### src/rtl/wdg_pkg.sv
package wdg_pkg;

    localparam int CNT_W = 16;
    localparam int ERR_N = 8;
    localparam int IDX_W = $clog2(ERR_N);
    localparam logic [CNT_W-1:0] CNT_RESET = 16'hFFFC;
    localparam logic [CNT_W-1:0] CNT_MAX   = {CNT_W{1'b1}};

    typedef struct packed {
        logic [CNT_W-1:0] count;
        logic [ERR_N-1:0] err;
        logic [3:0]       rsv;
        logic             dis;
        logic             fast;
        logic             scm;
        logic             prot;
    } wdg_status_t;

    typedef struct packed {
        logic [20:0]      rsv_hi;
        logic [IDX_W-1:0] idx;
        logic [3:0]       rsv_mid;
        logic             dis_req;
        logic             fast_req;
        logic [1:0]       rsv_lo;
    } wdg_ctrl_t;

    typedef struct packed {
        logic dis;
        logic fast;
    } wdg_setting_t;

    // Merge a control write: index always accepted, setting requests only when unlocked.
    function automatic wdg_ctrl_t ctrl_merge(input logic [31:0] wdata,
                                             input wdg_ctrl_t cur,
                                             input logic locked);
        wdg_ctrl_t w;
        wdg_ctrl_t r;
        w = wdg_ctrl_t'(wdata);
        r = '0;
        r.idx      = w.idx;
        r.dis_req  = locked ? cur.dis_req  : w.dis_req;
        r.fast_req = locked ? cur.fast_req : w.fast_req;
        return r;
    endfunction

endpackage

### src/rtl/wdg_cfg.sv
module wdg_cfg import wdg_pkg::*; (
    input  logic             clk,
    input  logic             rst,
    input  logic             selfchk_mode_i,
    input  logic             ctrl_wr_i,
    input  logic [31:0]      ctrl_wdata_i,
    input  logic             prot_wr_i,
    input  logic             prot_wdata_i,
    output wdg_ctrl_t        ctrl_o,
    output logic             prot_o,
    output wdg_setting_t     set_o,
    output logic [ERR_N-1:0] err_o,
    output logic             scm_o,
    output logic             restart_o
);

    wdg_ctrl_t        ctrl_q;
    wdg_setting_t     set_q;
    logic             prot_q;
    logic             scm_q;
    logic [ERR_N-1:0] err_q;
    logic [ERR_N-1:0] err_nx;
    logic             commit;

    assign commit = prot_wr_i && prot_wdata_i;

    // Per-flag clear decode
    for (genvar g = 0; g < ERR_N; g++) begin : g_err
        assign err_nx[g] = err_q[g] & ~(commit && (ctrl_q.idx == IDX_W'(g)));
    end

    always_ff @(posedge clk) begin
        if (rst) begin
            ctrl_q <= '0;
            prot_q <= 1'b0;
            set_q  <= '0;
            err_q  <= {ERR_N{selfchk_mode_i}};
            scm_q  <= selfchk_mode_i;
        end else begin
            if (ctrl_wr_i) begin
                ctrl_q <= ctrl_merge(ctrl_wdata_i, ctrl_q, prot_q);
            end
            if (prot_wr_i) begin
                prot_q <= prot_wdata_i;
            end
            if (commit) begin
                set_q.dis  <= ctrl_q.dis_req;
                set_q.fast <= ctrl_q.fast_req;
                err_q      <= err_nx;
                if (scm_q && !selfchk_mode_i && (err_nx == '0)) begin
                    scm_q <= 1'b0;
                end
            end
        end
    end

    assign restart_o = commit && (ctrl_q.fast_req != set_q.fast);
    assign ctrl_o    = ctrl_q;
    assign prot_o    = prot_q;
    assign set_o     = set_q;
    assign err_o     = err_q;
    assign scm_o     = scm_q;

endmodule

### src/rtl/wdg_prescaler.sv
module wdg_prescaler #(
    parameter int DIV_SLOW = 16384,
    parameter int DIV_FAST = 256
) (
    input  logic clk,
    input  logic rst,
    input  logic en_i,
    input  logic fast_i,
    input  logic restart_i,
    output logic tick_o
);

    localparam int PRE_W = $clog2(DIV_SLOW);
    localparam logic [PRE_W-1:0] LIM_SLOW = PRE_W'(DIV_SLOW - 1);
    localparam logic [PRE_W-1:0] LIM_FAST = PRE_W'(DIV_FAST - 1);

    logic [PRE_W-1:0] pre_q;
    logic [PRE_W-1:0] limit;

    assign limit  = fast_i ? LIM_FAST : LIM_SLOW;
    assign tick_o = en_i && (pre_q == limit);

    always_ff @(posedge clk) begin
        if (rst || !en_i || restart_i || tick_o) begin
            pre_q <= '0;
        end else begin
            pre_q <= pre_q + 1'b1;
        end
    end

endmodule

### src/rtl/wdg_counter.sv
module wdg_counter import wdg_pkg::*; (
    input  logic             clk,
    input  logic             rst,
    input  logic             tick_i,
    input  logic             service_i,
    input  logic [CNT_W-1:0] reload_i,
    output logic [CNT_W-1:0] count_o,
    output logic             timeout_o
);

    logic [CNT_W-1:0] count_q;
    logic             to_q;

    always_ff @(posedge clk) begin
        if (rst) begin
            count_q <= CNT_RESET;
            to_q    <= 1'b0;
        end else begin
            to_q <= 1'b0;
            if (service_i) begin
                count_q <= reload_i;
            end else if (tick_i && (count_q != CNT_MAX)) begin
                count_q <= count_q + 1'b1;
                to_q    <= ((count_q + 1'b1) == CNT_MAX);
            end
        end
    end

    assign count_o   = count_q;
    assign timeout_o = to_q;

endmodule

### src/rtl/wdg_protected.sv
module wdg_protected import wdg_pkg::*; #(
    parameter int DIV_SLOW = 16384,
    parameter int DIV_FAST = 256
) (
    input  logic             clk,
    input  logic             rst,
    input  logic             selfchk_mode_i,
    input  logic             ctrl_wr_i,
    input  logic [31:0]      ctrl_wdata_i,
    output logic [31:0]      ctrl_rdata_o,
    input  logic             prot_wr_i,
    input  logic             prot_wdata_i,
    input  logic             service_i,
    input  logic [CNT_W-1:0] reload_i,
    output logic [31:0]      status_o,
    output logic             timeout_o
);

    wdg_ctrl_t        ctrl;
    wdg_setting_t     live;
    logic             prot;
    logic             scm;
    logic [ERR_N-1:0] err;
    logic             restart;
    logic             tick;
    logic [CNT_W-1:0] count;
    wdg_status_t      st;

    wdg_cfg i_cfg (
        .clk            (clk),
        .rst            (rst),
        .selfchk_mode_i (selfchk_mode_i),
        .ctrl_wr_i      (ctrl_wr_i),
        .ctrl_wdata_i   (ctrl_wdata_i),
        .prot_wr_i      (prot_wr_i),
        .prot_wdata_i   (prot_wdata_i),
        .ctrl_o         (ctrl),
        .prot_o         (prot),
        .set_o          (live),
        .err_o          (err),
        .scm_o          (scm),
        .restart_o      (restart)
    );

    wdg_prescaler #(
        .DIV_SLOW (DIV_SLOW),
        .DIV_FAST (DIV_FAST)
    ) i_pre (
        .clk       (clk),
        .rst       (rst),
        .en_i      (!live.dis),
        .fast_i    (live.fast),
        .restart_i (restart),
        .tick_o    (tick)
    );

    wdg_counter i_cnt (
        .clk       (clk),
        .rst       (rst),
        .tick_i    (tick),
        .service_i (service_i),
        .reload_i  (reload_i),
        .count_o   (count),
        .timeout_o (timeout_o)
    );

    always_comb begin
        st       = '0;
        st.count = count;
        st.err   = err;
        st.dis   = live.dis;
        st.fast  = live.fast;
        st.scm   = scm;
        st.prot  = prot;
    end

    assign status_o     = st;
    assign ctrl_rdata_o = ctrl;

endmodule

### config.mk
export PLATFORM = sky130hd
export DESIGN_NAME = wdg_protected
export DESIGN_NICKNAME = d
export VERILOG_FILES = /design/src/rtl/wdg_pkg.sv /design/src/rtl/wdg_cfg.sv /design/src/rtl/wdg_prescaler.sv /design/src/rtl/wdg_counter.sv /design/src/rtl/wdg_protected.sv
export SDC_FILE = /design/constraint.sdc
export NUM_CORES = 1
export LEC_CHECK = 0
export BUFFER_PORTS_ARGS = -buffer_cell sky130_fd_sc_hd__buf_2
export CORE_UTILIZATION = 49
export DETAILED_ROUTE_END_ITERATION = 10
export PLACE_DENSITY = 0.81
export SLEW_MARGIN = 20
export SYNTH_ARGS = -nofsm -noshare
export SYNTH_HDL_FRONTEND = slang
export SYNTH_SLANG_ARGS = --single-unit
### constraint.sdc
create_clock -name clk -period 2.3 [get_ports clk]
set_input_delay 0.46 -clock clk [delete_from_list [all_inputs] [get_ports clk]]
set_output_delay 0.46 -clock clk [all_outputs]
set_load 0.1 [all_outputs]
==> summary.md <==
| Metric | Value |
|---|---|
| Io pins | between 100 and 150 |
| Chip Height | between 70 and 80 um |
| Setup TNS | 0 ns |
| DR WL/cell | 14.8 um |
| Clock transition at path regs | around 0.1 ns |
| First-pass GRT wire length | 11500 um |
| CP Class | flop to flop |
| Crit path capture type | flop |
| Final period utilization | 0.921 |
| Pin count of the biggest net entering global routing | 24 |
| TritonCTS Sinks | 48 |
| Clock tree buffer depth | 2 |
| Syn Inst Count | 366 |
| Die X | 79.7 um |
| F_max | approximately 0.47 GHz |
| Synth unique cells | 50 |
| GRT Resource Usage Total | 0.230 |
| DRC | 0 |
| Met3 GRT Util | 0.0389 |
| Final wirelength | 7230 um |
| Area Overhead vs Synth | 12.0% |
| Number of synthesized flops with an enable pin | 9 |
| Clock Root Buffer | clkbuf_8 |
| Yosys top cell area share | 0.264 |
| Synth Register Bits | 48 |
| Grt total ovfl | 0 |
| GRT met1 Usage | 0.299 |
| Slew Limit Fails | 0 |
| Final design utilization | 0.584 |
| Worst Path Arrival | 2.36 ns |
| Worst Hold End | i_cnt.count_o[10] |
| GPL Wtd Cong | about 0.85 |
| GRT met2 Usage | 0.382 |
| Yosys Warn Count | 0 |
| DP Wirelength | 5240 um |
| Drt initial violations | 348 |
| Max cap viols | 0 |
| Mapped cell area | slightly below 3000 um^2 |
| Leak pwr | 1.37 nW |
| Power Dens Cells | 722 nW/um^2 |
| Top cells by count, synth | dfxtp_1 (39), nor2_1 (39), buf_4 (34) |
| Worst Reg-to-Reg Cells | 5 |
| Pwr Total | 2.39 mW |
| Layout cell share with drive strength beyond 1 | 0.237 |
| Initial antenna violation count | 0 |
| Worst Clk Skew | 0.0198 ns |
| Reg2reg end | i_cnt.count_o[2] |
| Post-DRT Antenna Nets | 0 |
| Final setup fails | 0 |
| Num CTS Buffers | 5 |
| Max FO, Critical Path | 10 |
| Initial Util | 0.522 |
| Register area share after synthesis | 0.355 |
| RSZ-0062 raised after global routing | false |
| Async SR Flop Fraction | 0 |
| Syn avg cell area | roughly 8.1 um^2 |
| Post-CTS setup buffers | 0 |
| CTS tree | built |
| Hold Path Depth | 3 |
| FF-to-FF Start | i_pre.pre_q[8] |
| Outcome | complete, no violations |
| Post-route minimum period | 2.12 ns |
| Layout net count | 474 |
| Flop2flop setup slack | 0.18 ns |
| Die ar. | roughly 6400 um^2 |
| Most common flop cell mapped by yosys | dfxtp_1 |
| Latest clock arrival within the worst-skew pair | around 0.31 ns |
| Ant. Diodes | 0 |
| Worst endpoint required time | 2.55 ns |
| Crit path launch type | flop |
| Vias in the first global route | 2481 |
| Most used routing layer in global routing | met2 |
| Hold Crit Class | input port to flop |
| Biggest area consumer among synthesized cells | dfxtp_1 |
| Via count | 2861 |
| Row count | 27 |
| Largest cells by area after synthesis | dfxtp_1 (26%), edfxtp_1 (9.1%), buf_4 (8.6%), nor2_1 (4.9%), nand3_1 (3.5%) |
| Max VDD drop | ~0.35 mV |
| Worst min-delay path startpoint | reload_i[10] |
| Clock H-tree levels | 2 |
| Core Footprint | 5680 um^2 |
| DR vias/cell | 5.85 |
| Hold Violations, Final | 0 |
| First-pass DRT Iterations | 5 |
| Input/output buffers | slightly above 60 |
| Fill cells | 517 |
worst max-delay path by stage:
stage	slack [ns]	to	startpoint	depth (start not counted)
2_1_floorplan	-0.02	i_cnt.count_o[12]	i_cnt.count_o[3]	6
3_3_place_gp	0.24	i_cnt.count_o[2]	i_pre.pre_q[8]	5
3_5_place_dp	0.22	i_cnt.count_o[2]	i_pre.pre_q[8]	5
4_1_cts	0.19	i_cnt.count_o[2]	i_pre.pre_q[8]	5
5_1_grt	0.03	i_cnt.count_o[2]	i_pre.pre_q[8]	5
6_report	0.18	i_cnt.count_o[2]	i_pre.pre_q[8]	5
report_power, final:
group	switching, mW	internal [mW]	leakage, nW
combinational	0.648	0.118	0.899
clock	0.301	0.356	0.0614
sequential	0.0638	0.909	0.409
total	1.01	1.38	1.37
worst max-delay path, cell delays in order, from the launching register on:
cell      delay (ns)
dfxtp_1         0.43
and4_1          0.26
nand4b_1        0.25
a211o_2         0.47
or4_1           0.49
a31oi_1         0.16
per-layer routing:
layer  share of wire  vias up  routed length, um
met1            0.43     1328               3090
li1                -     1365                  -
met3           0.078       13                562
met5               0        -                  0
met4           0.013        0                 97
met2            0.48      155               3480
registers in the layout (all words and copies together), names as in the netlist:
signal           cells
i_cfg.scm_o          1
i_pre.pre_q         14
i_cfg.err_o          8
i_cfg.prot_o         1
i_cnt.timeout_o      1
i_cnt.count_o       16
i_cfg.ctrl_o         5
i_cfg.set_o          2
logic make-up after synthesis:
kind of cell / after synthesis / share of synthesized area
mux: 6 / 0.0203
other cells: 1 / 0.00127
fa+ha+maj: 3 / 0.0127
buf+inv: 66 / 0.132
flops: 48 / 0.355
xor+xnor: 14 / 0.0414
compound gates: 67 / 0.158
simple gates: 161 / 0.279
metrics by stage:
stage | setup slack, ns | hold WS, ns | std cells | cell area [um^2]
2_1_floorplan | -0.0217 | 0.418 | 396 | 3090
3_3_place_gp | 0.242 | 0.428 | 481 | 3190
3_5_place_dp | 0.221 | 0.440 | 481 | 3190
4_1_cts | 0.194 | 0.376 | 489 | 3320
5_1_grt | 0.0252 | 0.379 | 489 | 3320
6_report | 0.181 | 0.381 | 489 | 3320
placed cells by master (no fill, tap or decap), types with 10 or more instances in the layout:
master    n
nand2_1  27
nand3_1  21
nor2_1   39
nor3_1   20
buf_2    61
o21ai_0  10
a21oi_1  14
conb_1   31
dfxtp_2  15
and3_1   11
dfxtp_1  24
area by class of cell:
type | instances | area, um^2 | share of cell area
Clock buffer | 6 | 82.6 | 0.0249
Timing Repair Buffer | 69 | 365 | 0.110
Inverter | 10 | 37.5 | 0.0113
Sequential cell | 48 | 1070 | 0.323
Clock inverter | 2 | 38.8 | 0.0117
Tap cell | 72 | 90.1 | 0.0272
Multi-Input combinational cell | 282 | 1630 | 0.492
repair_timing:
action                                  CTS  global route
hold endpoints to repair                  0             0
hold buffers                              0             0
resized for setup                         0             1
endpoints found under the setup margin    0             1
(Power assumes the default switching activity.)
